[config.mk]
export PLATFORM = sky130hd
export DESIGN_NAME = pgw_encoder
export DESIGN_NICKNAME = d
export VERILOG_FILES = /design/src/rtl/pgw_pkg.sv /design/src/rtl/pgw_datapath.sv /design/src/rtl/pgw_control.sv /design/src/rtl/pgw_encoder.sv
export SDC_FILE = /design/constraint.sdc
export NUM_CORES = 1
export LEC_CHECK = 0
export BUFFER_PORTS_ARGS = -buffer_cell sky130_fd_sc_hd__buf_2
export CAP_MARGIN = 20
export CORE_MARGIN = 5
export CORE_UTILIZATION = 40
export DETAILED_ROUTE_END_ITERATION = 10
export HOLD_SLACK_MARGIN = 0.08
export PLACE_DENSITY = 0.68
export SYNTH_ARGS = -nofsm -noshare
export SYNTH_HDL_FRONTEND = slang
export SYNTH_HIERARCHICAL = 1
export SYNTH_SLANG_ARGS = --single-unit
export TNS_END_PERCENT = 20
[constraint.sdc]
create_clock -name clk -period 12.72 [get_ports clk]
set_input_delay 2.544 -clock clk [delete_from_list [all_inputs] [get_ports clk]]
set_output_delay 2.544 -clock clk [all_outputs]
set_load 0.005 [all_outputs]
[src/rtl/pgw_pkg.sv]
package pgw_pkg;

  // Phase of the write sequence; also used to select the active length.
  typedef enum logic [1:0] {
    PH_IDLE  = 2'd0,
    PH_START = 2'd1,
    PH_MARK  = 2'd2,
    PH_GAP   = 2'd3
  } phase_e;

  // Strobes from control to datapath.
  typedef struct packed {
    logic   load;     // capture word and count
    logic   restart;  // clear phase timer
    logic   advance;  // shift to next bit, decrement remaining
    phase_e sel;      // which duration the timer compares against
  } dpCtrl_t;

endpackage

[src/rtl/pgw_datapath.sv]
module pgw_datapath
  import pgw_pkg::*;
#(
  parameter int START_GAP_TICKS = 400,
  parameter int WRITE_GAP_TICKS = 160,
  parameter int ZERO_ON_TICKS   = 144,
  parameter int ONE_ON_TICKS    = 400,
  parameter int MAX_BITS        = 64
) (
  input  logic                           clk,
  input  logic                           rstN,
  input  logic                           usTick,
  input  dpCtrl_t                        ctl,
  input  logic [$clog2(MAX_BITS+1)-1:0]  bitCount,
  input  logic [MAX_BITS-1:0]            dataWord,
  output logic                           expire,
  output logic                           bitsZero,
  output logic                           bitsOne,
  output logic                           curBit
);

  localparam int CNT_W   = $clog2(MAX_BITS + 1);
  localparam int MAX_A   = (START_GAP_TICKS > WRITE_GAP_TICKS) ? START_GAP_TICKS : WRITE_GAP_TICKS;
  localparam int MAX_B   = (ZERO_ON_TICKS > ONE_ON_TICKS) ? ZERO_ON_TICKS : ONE_ON_TICKS;
  localparam int MAX_LEN = (MAX_A > MAX_B) ? MAX_A : MAX_B;
  localparam int TIMER_W = $clog2(MAX_LEN + 1);

  logic [TIMER_W-1:0]  phaseTimer;
  logic [TIMER_W-1:0]  phaseLast;
  logic [CNT_W-1:0]    bitsLeft;
  logic [CNT_W-1:0]    loadCount;
  logic [CNT_W-1:0]    alignShift;
  logic [MAX_BITS-1:0] shiftReg;

  // Clamp oversized counts and left-align the used bits.
  always_comb begin
    if (bitCount > CNT_W'(MAX_BITS)) loadCount = CNT_W'(MAX_BITS);
    else                             loadCount = bitCount;
    alignShift = CNT_W'(MAX_BITS) - loadCount;
  end

  // Last timer value of the selected phase.
  always_comb begin
    unique case (ctl.sel)
      PH_START: phaseLast = TIMER_W'(START_GAP_TICKS - 1);
      PH_MARK:  phaseLast = curBit ? TIMER_W'(ONE_ON_TICKS - 1) : TIMER_W'(ZERO_ON_TICKS - 1);
      PH_GAP:   phaseLast = TIMER_W'(WRITE_GAP_TICKS - 1);
      default:  phaseLast = '0;
    endcase
  end

  always_ff @(posedge clk) begin
    if (!rstN) begin
      phaseTimer <= '0;
    end else if (ctl.restart) begin
      phaseTimer <= '0;
    end else if (usTick) begin
      phaseTimer <= phaseTimer + 1'b1;
    end
  end

  always_ff @(posedge clk) begin
    if (!rstN) begin
      shiftReg <= '0;
      bitsLeft <= '0;
    end else if (ctl.load) begin
      shiftReg <= dataWord << alignShift;
      bitsLeft <= loadCount;
    end else if (ctl.advance) begin
      shiftReg <= shiftReg << 1;
      bitsLeft <= bitsLeft - 1'b1;
    end
  end

  assign expire   = usTick && (phaseTimer == phaseLast) && (ctl.sel != PH_IDLE);
  assign curBit   = shiftReg[MAX_BITS-1];
  assign bitsZero = (bitsLeft == '0);
  assign bitsOne  = (bitsLeft == CNT_W'(1));

endmodule

[src/rtl/pgw_control.sv]
module pgw_control
  import pgw_pkg::*;
(
  input  logic    clk,
  input  logic    rstN,
  input  logic    startReq,
  input  logic    expire,
  input  logic    bitsZero,
  input  logic    bitsOne,
  output dpCtrl_t ctl,
  output logic    fieldOn,
  output logic    busy,
  output logic    done
);

  phase_e phase;
  phase_e phaseNext;
  logic   finishNow;

  always_comb begin
    phaseNext   = phase;
    finishNow   = 1'b0;
    ctl.load    = 1'b0;
    ctl.restart = 1'b0;
    ctl.advance = 1'b0;
    ctl.sel     = phase;
    unique case (phase)
      PH_IDLE: begin
        ctl.restart = 1'b1;
        if (startReq) begin
          ctl.load  = 1'b1;
          phaseNext = PH_START;
        end
      end
      PH_START: begin
        if (expire) begin
          ctl.restart = 1'b1;
          if (bitsZero) begin
            finishNow = 1'b1;
            phaseNext = PH_IDLE;
          end else begin
            phaseNext = PH_MARK;
          end
        end
      end
      PH_MARK: begin
        if (expire) begin
          ctl.restart = 1'b1;
          phaseNext   = PH_GAP;
        end
      end
      PH_GAP: begin
        if (expire) begin
          ctl.restart = 1'b1;
          ctl.advance = 1'b1;
          if (bitsOne) begin
            finishNow = 1'b1;
            phaseNext = PH_IDLE;
          end else begin
            phaseNext = PH_MARK;
          end
        end
      end
      default: phaseNext = PH_IDLE;
    endcase
  end

  always_ff @(posedge clk) begin
    if (!rstN) begin
      phase <= PH_IDLE;
      done  <= 1'b0;
    end else begin
      phase <= phaseNext;
      done  <= finishNow;
    end
  end

  assign fieldOn = (phase == PH_MARK);
  assign busy    = (phase != PH_IDLE);

endmodule

[src/rtl/pgw_encoder.sv]
module pgw_encoder
  import pgw_pkg::*;
#(
  parameter int START_GAP_TICKS = 400,
  parameter int WRITE_GAP_TICKS = 160,
  parameter int ZERO_ON_TICKS   = 144,
  parameter int ONE_ON_TICKS    = 400,
  parameter int MAX_BITS        = 64
) (
  input  logic                          clk,
  input  logic                          rstN,
  input  logic                          usTick,
  input  logic                          startReq,
  input  logic [$clog2(MAX_BITS+1)-1:0] bitCount,
  input  logic [MAX_BITS-1:0]           dataWord,
  output logic                          fieldOn,
  output logic                          busy,
  output logic                          done
);

  dpCtrl_t dpCtl;
  logic    expire;
  logic    bitsZero;
  logic    bitsOne;
  logic    curBit;

  pgw_control u_control (
    .clk      (clk),
    .rstN     (rstN),
    .startReq (startReq),
    .expire   (expire),
    .bitsZero (bitsZero),
    .bitsOne  (bitsOne),
    .ctl      (dpCtl),
    .fieldOn  (fieldOn),
    .busy     (busy),
    .done     (done)
  );

  pgw_datapath #(
    .START_GAP_TICKS (START_GAP_TICKS),
    .WRITE_GAP_TICKS (WRITE_GAP_TICKS),
    .ZERO_ON_TICKS   (ZERO_ON_TICKS),
    .ONE_ON_TICKS    (ONE_ON_TICKS),
    .MAX_BITS        (MAX_BITS)
  ) u_datapath (
    .clk      (clk),
    .rstN     (rstN),
    .usTick   (usTick),
    .ctl      (dpCtl),
    .bitCount (bitCount),
    .dataWord (dataWord),
    .expire   (expire),
    .bitsZero (bitsZero),
    .bitsOne  (bitsOne),
    .curBit   (curBit)
  );

endmodule

Yosys cells after proc, flatten, opt, wreduce, memory -nomap -nowiden
Cells that the tools add are included.
{ "word_totals": {"regBits": 83, "in_bits": 75, "output_inout_bits": 3} }
{ "op_classes": {"shift": 1, "eq_ne": 9, "magnitude_cmp": 1, "bitwise": 1, "reduce_logical": 9, "n_addsub": 3, "mux": 25} }
{ "ops": {"columns": ["operator", "n"], "rows": [
  ["$mux 64", 2],
  ["$shl 64x7->64", 1],
  ["$pmux 9 s3", 1],
  ["$mux 7", 3],
  ["$mux 2", 7],
  ["$add 9x1->9 const B", 1],
  ["$eq 9x9->1", 1],
  ["$mux 9", 1],
  ["$mux 1", 8],
  ["$pmux 2 s4", 1],
  ["$eq 7x1->1 const B", 1],
  ["$gt 7x7->1 const B", 1],
  ["$logic_not 7->1", 1],
  ["$sub 7x1->7 const B", 1],
  ["$sub 7x7->7 const A", 1],
  ["$ne 2x2->1 const B", 3],
  ["$eq 2x2->1 const B", 2],
  ["$reduce_and 4->1", 1],
  ["$reduce_bool 2->1", 2],
  ["$reduce_or 2->1", 2],
  ["$pmux 1 s3", 1],
  ["$eq 2x1->1 const B", 1],
  ["$logic_and 1x1->1", 2],
  ["$logic_not 2->1", 1],
  ["3 further kinds", 3]
]} }

Depth between registers and ports, before layout
{ "depth": {"word_depth": 9, "mapped_depth": 18, "ltp_nobuf": 12} }

Hierarchy
Netlist, hierarchy kept.
{ "modules_own_cells": {"columns": ["mod", "area_each_um2", "cells_each", "instances", "seq_area_each_um2"], "rows": [
  ["pgw_datapath", 7797.5, 939, 1, 1601.5],
  ["pgw_control", 161.4, 18, 1, 60.1]
]} }

Least setup slack after synthesis
OpenSTA, ideal clock, no wires.
{ "synth_timing": {"kind": "input-to-reg", "startpoint": "in bitCount[6]", "endpoint": "reg u_datapath.shiftReg[32]", "arrival_ps": 5732, "path_slack_ps": 6870, "setup_ps": 118, "stages": 16, "path_cell_list": "buf_2 nor2b_2 buf_6 inv_4 buf_2 buf_2 ha_1 buf_2 xor2_1 mux2_2 a22oi_1 o21ai_0 mux4_2 mux2_2 a221oi_2 nor2_1"} }
{ "synth_between": {"elab_chain_cells": 5} }
{ "synth_rtl": {"columns": ["item", "line_no", "rtl"], "rows": [
  ["start: declaration", "pgw_encoder.sv:14", "input logic [$clog2(MAX_BITS+1)-1:0] bitCount,"],
  ["$gt 7x7->1", "pgw_datapath.sv:37", "if (bitCount > CNT_W'(MAX_BITS)) loadCount = CNT_W'(MAX_BITS);"],
  ["$mux 7 *", "pgw_datapath.sv:37", null],
  ["$sub 7x7->7 *", "pgw_datapath.sv:39", "alignShift = CNT_W'(MAX_BITS) - loadCount;"],
  ["$shl 64x7->64 *", "pgw_datapath.sv:67", "shiftReg <= dataWord << alignShift;"],
  ["$mux 64 *", "pgw_datapath.sv:66", "end else if (ctl.load) begin"],
  ["end signal: assignment", "pgw_datapath.sv:67", null],
  ["end signal: assignment", "pgw_datapath.sv:70", "shiftReg <= shiftReg << 1;"],
  ["end: declaration", "pgw_datapath.sv:33", "logic [MAX_BITS-1:0] shiftReg;"]
]} }
Mark *: on every way between the ends. The rest lies on a longest branch, timed or not.
A chain may end at the register's enable or synchronous reset.

Worst setup path after layout
{ "layout_timing": {"startpoint": "in bitCount[6]", "endpoint": "reg u_datapath.shiftReg[26]"} }
The elaborated chain is that of the path after synthesis.

==> out/results.ini <==
[run_status]
status=finished, final reports clean

[place]
dpl_cell_area_sq_um=8400
place.gp.congestion=0.963
dp_hpwl_um=18400
io_buffers=77

[grt]
grt_antenna_before_repair=0
grt_pass1_vias=7461
grt_pass1_wl_um=40900
grt_overflow_total=0
grt_max_degree=78
track_usage_pct=22.5

[sta]
post-route-period-util_pct=48.7
setup_viol=0
drv_slew=0
rsz0062_at_grt=false
final_hold_viol_count=0
holdWs_ns=0.500
skew_ns=0.00523
finalCriticalPeriod_ns=6.19
tightestPinTransition_ns=1.04
fmax_mhz=161
tns_ns=0
max-slew-margin-rel_pct=29.8

[power]
power.leakage_nw=3.71
vdd_drop_max_uv=66.7
finalPower_uw=955
power_density_nw_per_um2=109

[critical_path]
critPathTopFamily=buffers and inverters
required_ns=13.01
arrival_ns=6.48
critPathSlowestCell=o21ai_0
crit_type=input pin to flip-flop
critPathMaxFanout=63
crit_path_max_incr_delay_ns=0.63
cp_common_cell=mux2i_1
cp_cell_sequence=buf_2 -> nor2b_4 -> inv_4 -> ha_2 -> xor2_4 -> buf_4 -> mux4_2 -> mux2i_1 -> o21ai_0 -> mux2i_1 -> o22ai_1 -> o211a_1
endpoint_kind=flip-flop
startpoint_type=input pin
cp_num_buf_inv=3

[cts]
cts.sinks=83
clk-insertion-delay-late_ns=0.34
cts_tree=yes
post_cts_resized=0
clock_tree.buffer_depth=2
cts_hold_buf=0
cts.clk_slew.worst_paths_ns=0.07
cts-root-buf=clkbuf_16
cts_made_buffers=9
cts_post_setup_buffers_inserted=0
cts_htree_levels=3

[synth]
synth_edf_count=0
synth_seq_cells=83
synthArstFlopShare_pct=0
synth_area_sq_um=7960
yosysWarnings=6
ys_seq_area_share_pct=20.9
synth_area_per_cell_sq_um=8.32
synth_nets=1037
ys_types=70
syn_inst=957
ys.flop_type=dfxtp_1

[floorplan]
die_area_sq_um=22800
start_util_pct=40.8
rows=51
die_x_um=151
die_h_um=151
coreArea_sq_um=19500
io_pins=78

[final_layout]
multi_input_area_sq_um=5760
fillCellCount=1962
mostFrequentLayoutCell=mux2i_1
stdcell_area_sq_um=8730
drive_gt1_share_pct=19.5
fin_util_pct=44.7
layout_common_cells=115 x mux2i_1, 99 x nand2_1, 97 x a21oi_1, 83 x dfxtp_1, 77 x buf_2
nNetsFinal=1051
syn_to_final_growth_pct=9.70
regArea_sq_um=1660
antenna_cells=0

[drt]
drt_iter0_markers=1111
postRouteAntennaNets=0
drt_pass1_iterations=5
drc=0
vias=8013
wire_per_inst_um=20.8
drt-total-wl_um=25800
viasPerCell=6.46

[hold_path]
hold_class=flip-flop to flip-flop

[job]
maxCapViolations=0

## metal layers
metal,part of all wire [%],GRT usage (%),vias to the layer above
met5,0,0,-
met3,11,4.43,63
met1,43,33.4,3832
met4,3.1,6.48,0
li1,-,-,3617
met2,43,33.0,501
## stage by stage
step                      setup WS (ns)  cells
final                              6.53   1241
after global routing               6.31   1241
after CTS                          6.66   1241
after detailed placement           6.30   1225
after global placement             6.33   1225
after floorplan                    6.87    957
## area by class of cell
class                   count  share of cell area (%)
clock buffers              10                    2.74
well taps                 265                    3.80
inverters                  43                    1.88
repair buffers             90                    5.53
clock inverters             6                    1.09
multi-input cells         744                    65.9
flip-flops and latches     83                    19.0
## power breakdown
part	total [mW]	switching [mW]	internal, mW
clock	0.297	0.117	0.180
sequential	0.287	0.00983	0.277
combinational	0.371	0.230	0.142
total	0.955	0.356	0.599
## registers in the layout (all words and copies together) (netlist names)
name,flops
u_datapath/shiftReg,64
u_datapath/phaseTimer,9
u_datapath/bitsLeft,7
u_control/phase,2
u_control/done,1
## synth_stat cells, types with 9 or more instances
cell type  instances  area share, %
nand3_1           26            1.6
o21ai_0           53            3.3
dfxtp_1           83             21
a31oi_1           10           0.79
clkbuf_1          42            2.0
a21oi_1           97            6.1
mux2i_1          115             14
inv_1             40            1.9
nor3_1            11           0.69
and3_1            16            1.3
mux4_2            48             14
o221a_2            9            1.3
nor2_1            34            1.6
buf_2             24            1.5
nor2b_1           29            2.3
and2_1            10           0.79
buf_1             14           0.66
nand2_1           99            4.7
o22ai_1           33            2.6
o211a_1           22            2.8
## kinds of logic after synthesis
| group | after synthesis | share of synthesized area, % |
|---|---|---|
| AO/OA/AOI/OAI | 290 | 23.8 |
| buffers and inverters | 130 | 7.06 |
| multiplexers | 172 | 29.4 |
| AND/OR/NAND/NOR | 263 | 16.3 |
| flip-flops | 83 | 20.9 |
| XOR/XNOR | 14 | 1.87 |
| adder cells (fa/ha/maj) | 5 | 0.786 |
## final timing paths
path / start / end / slack, ns / cells after the start
worst min register to register: u_datapath/shiftReg[6]$_SDFFE_PN0P_ / u_datapath/shiftReg[6]$_SDFFE_PN0P_ / 0.50 / 1
worst max register to register: u_control/phase[1]$_SDFFE_PN0P_ / u_datapath/shiftReg[62]$_SDFFE_PN0P_ / 8.44 / 13
worst min-delay path: u_datapath/shiftReg[6]$_SDFFE_PN0P_ / u_datapath/shiftReg[6]$_SDFFE_PN0P_ / 0.50 / 1
worst max-delay path: bitCount[6] / u_datapath/shiftReg[26]$_SDFFE_PN0P_ / 6.53 / 12
No activity file was read; power rests on OpenSTA's default activity.
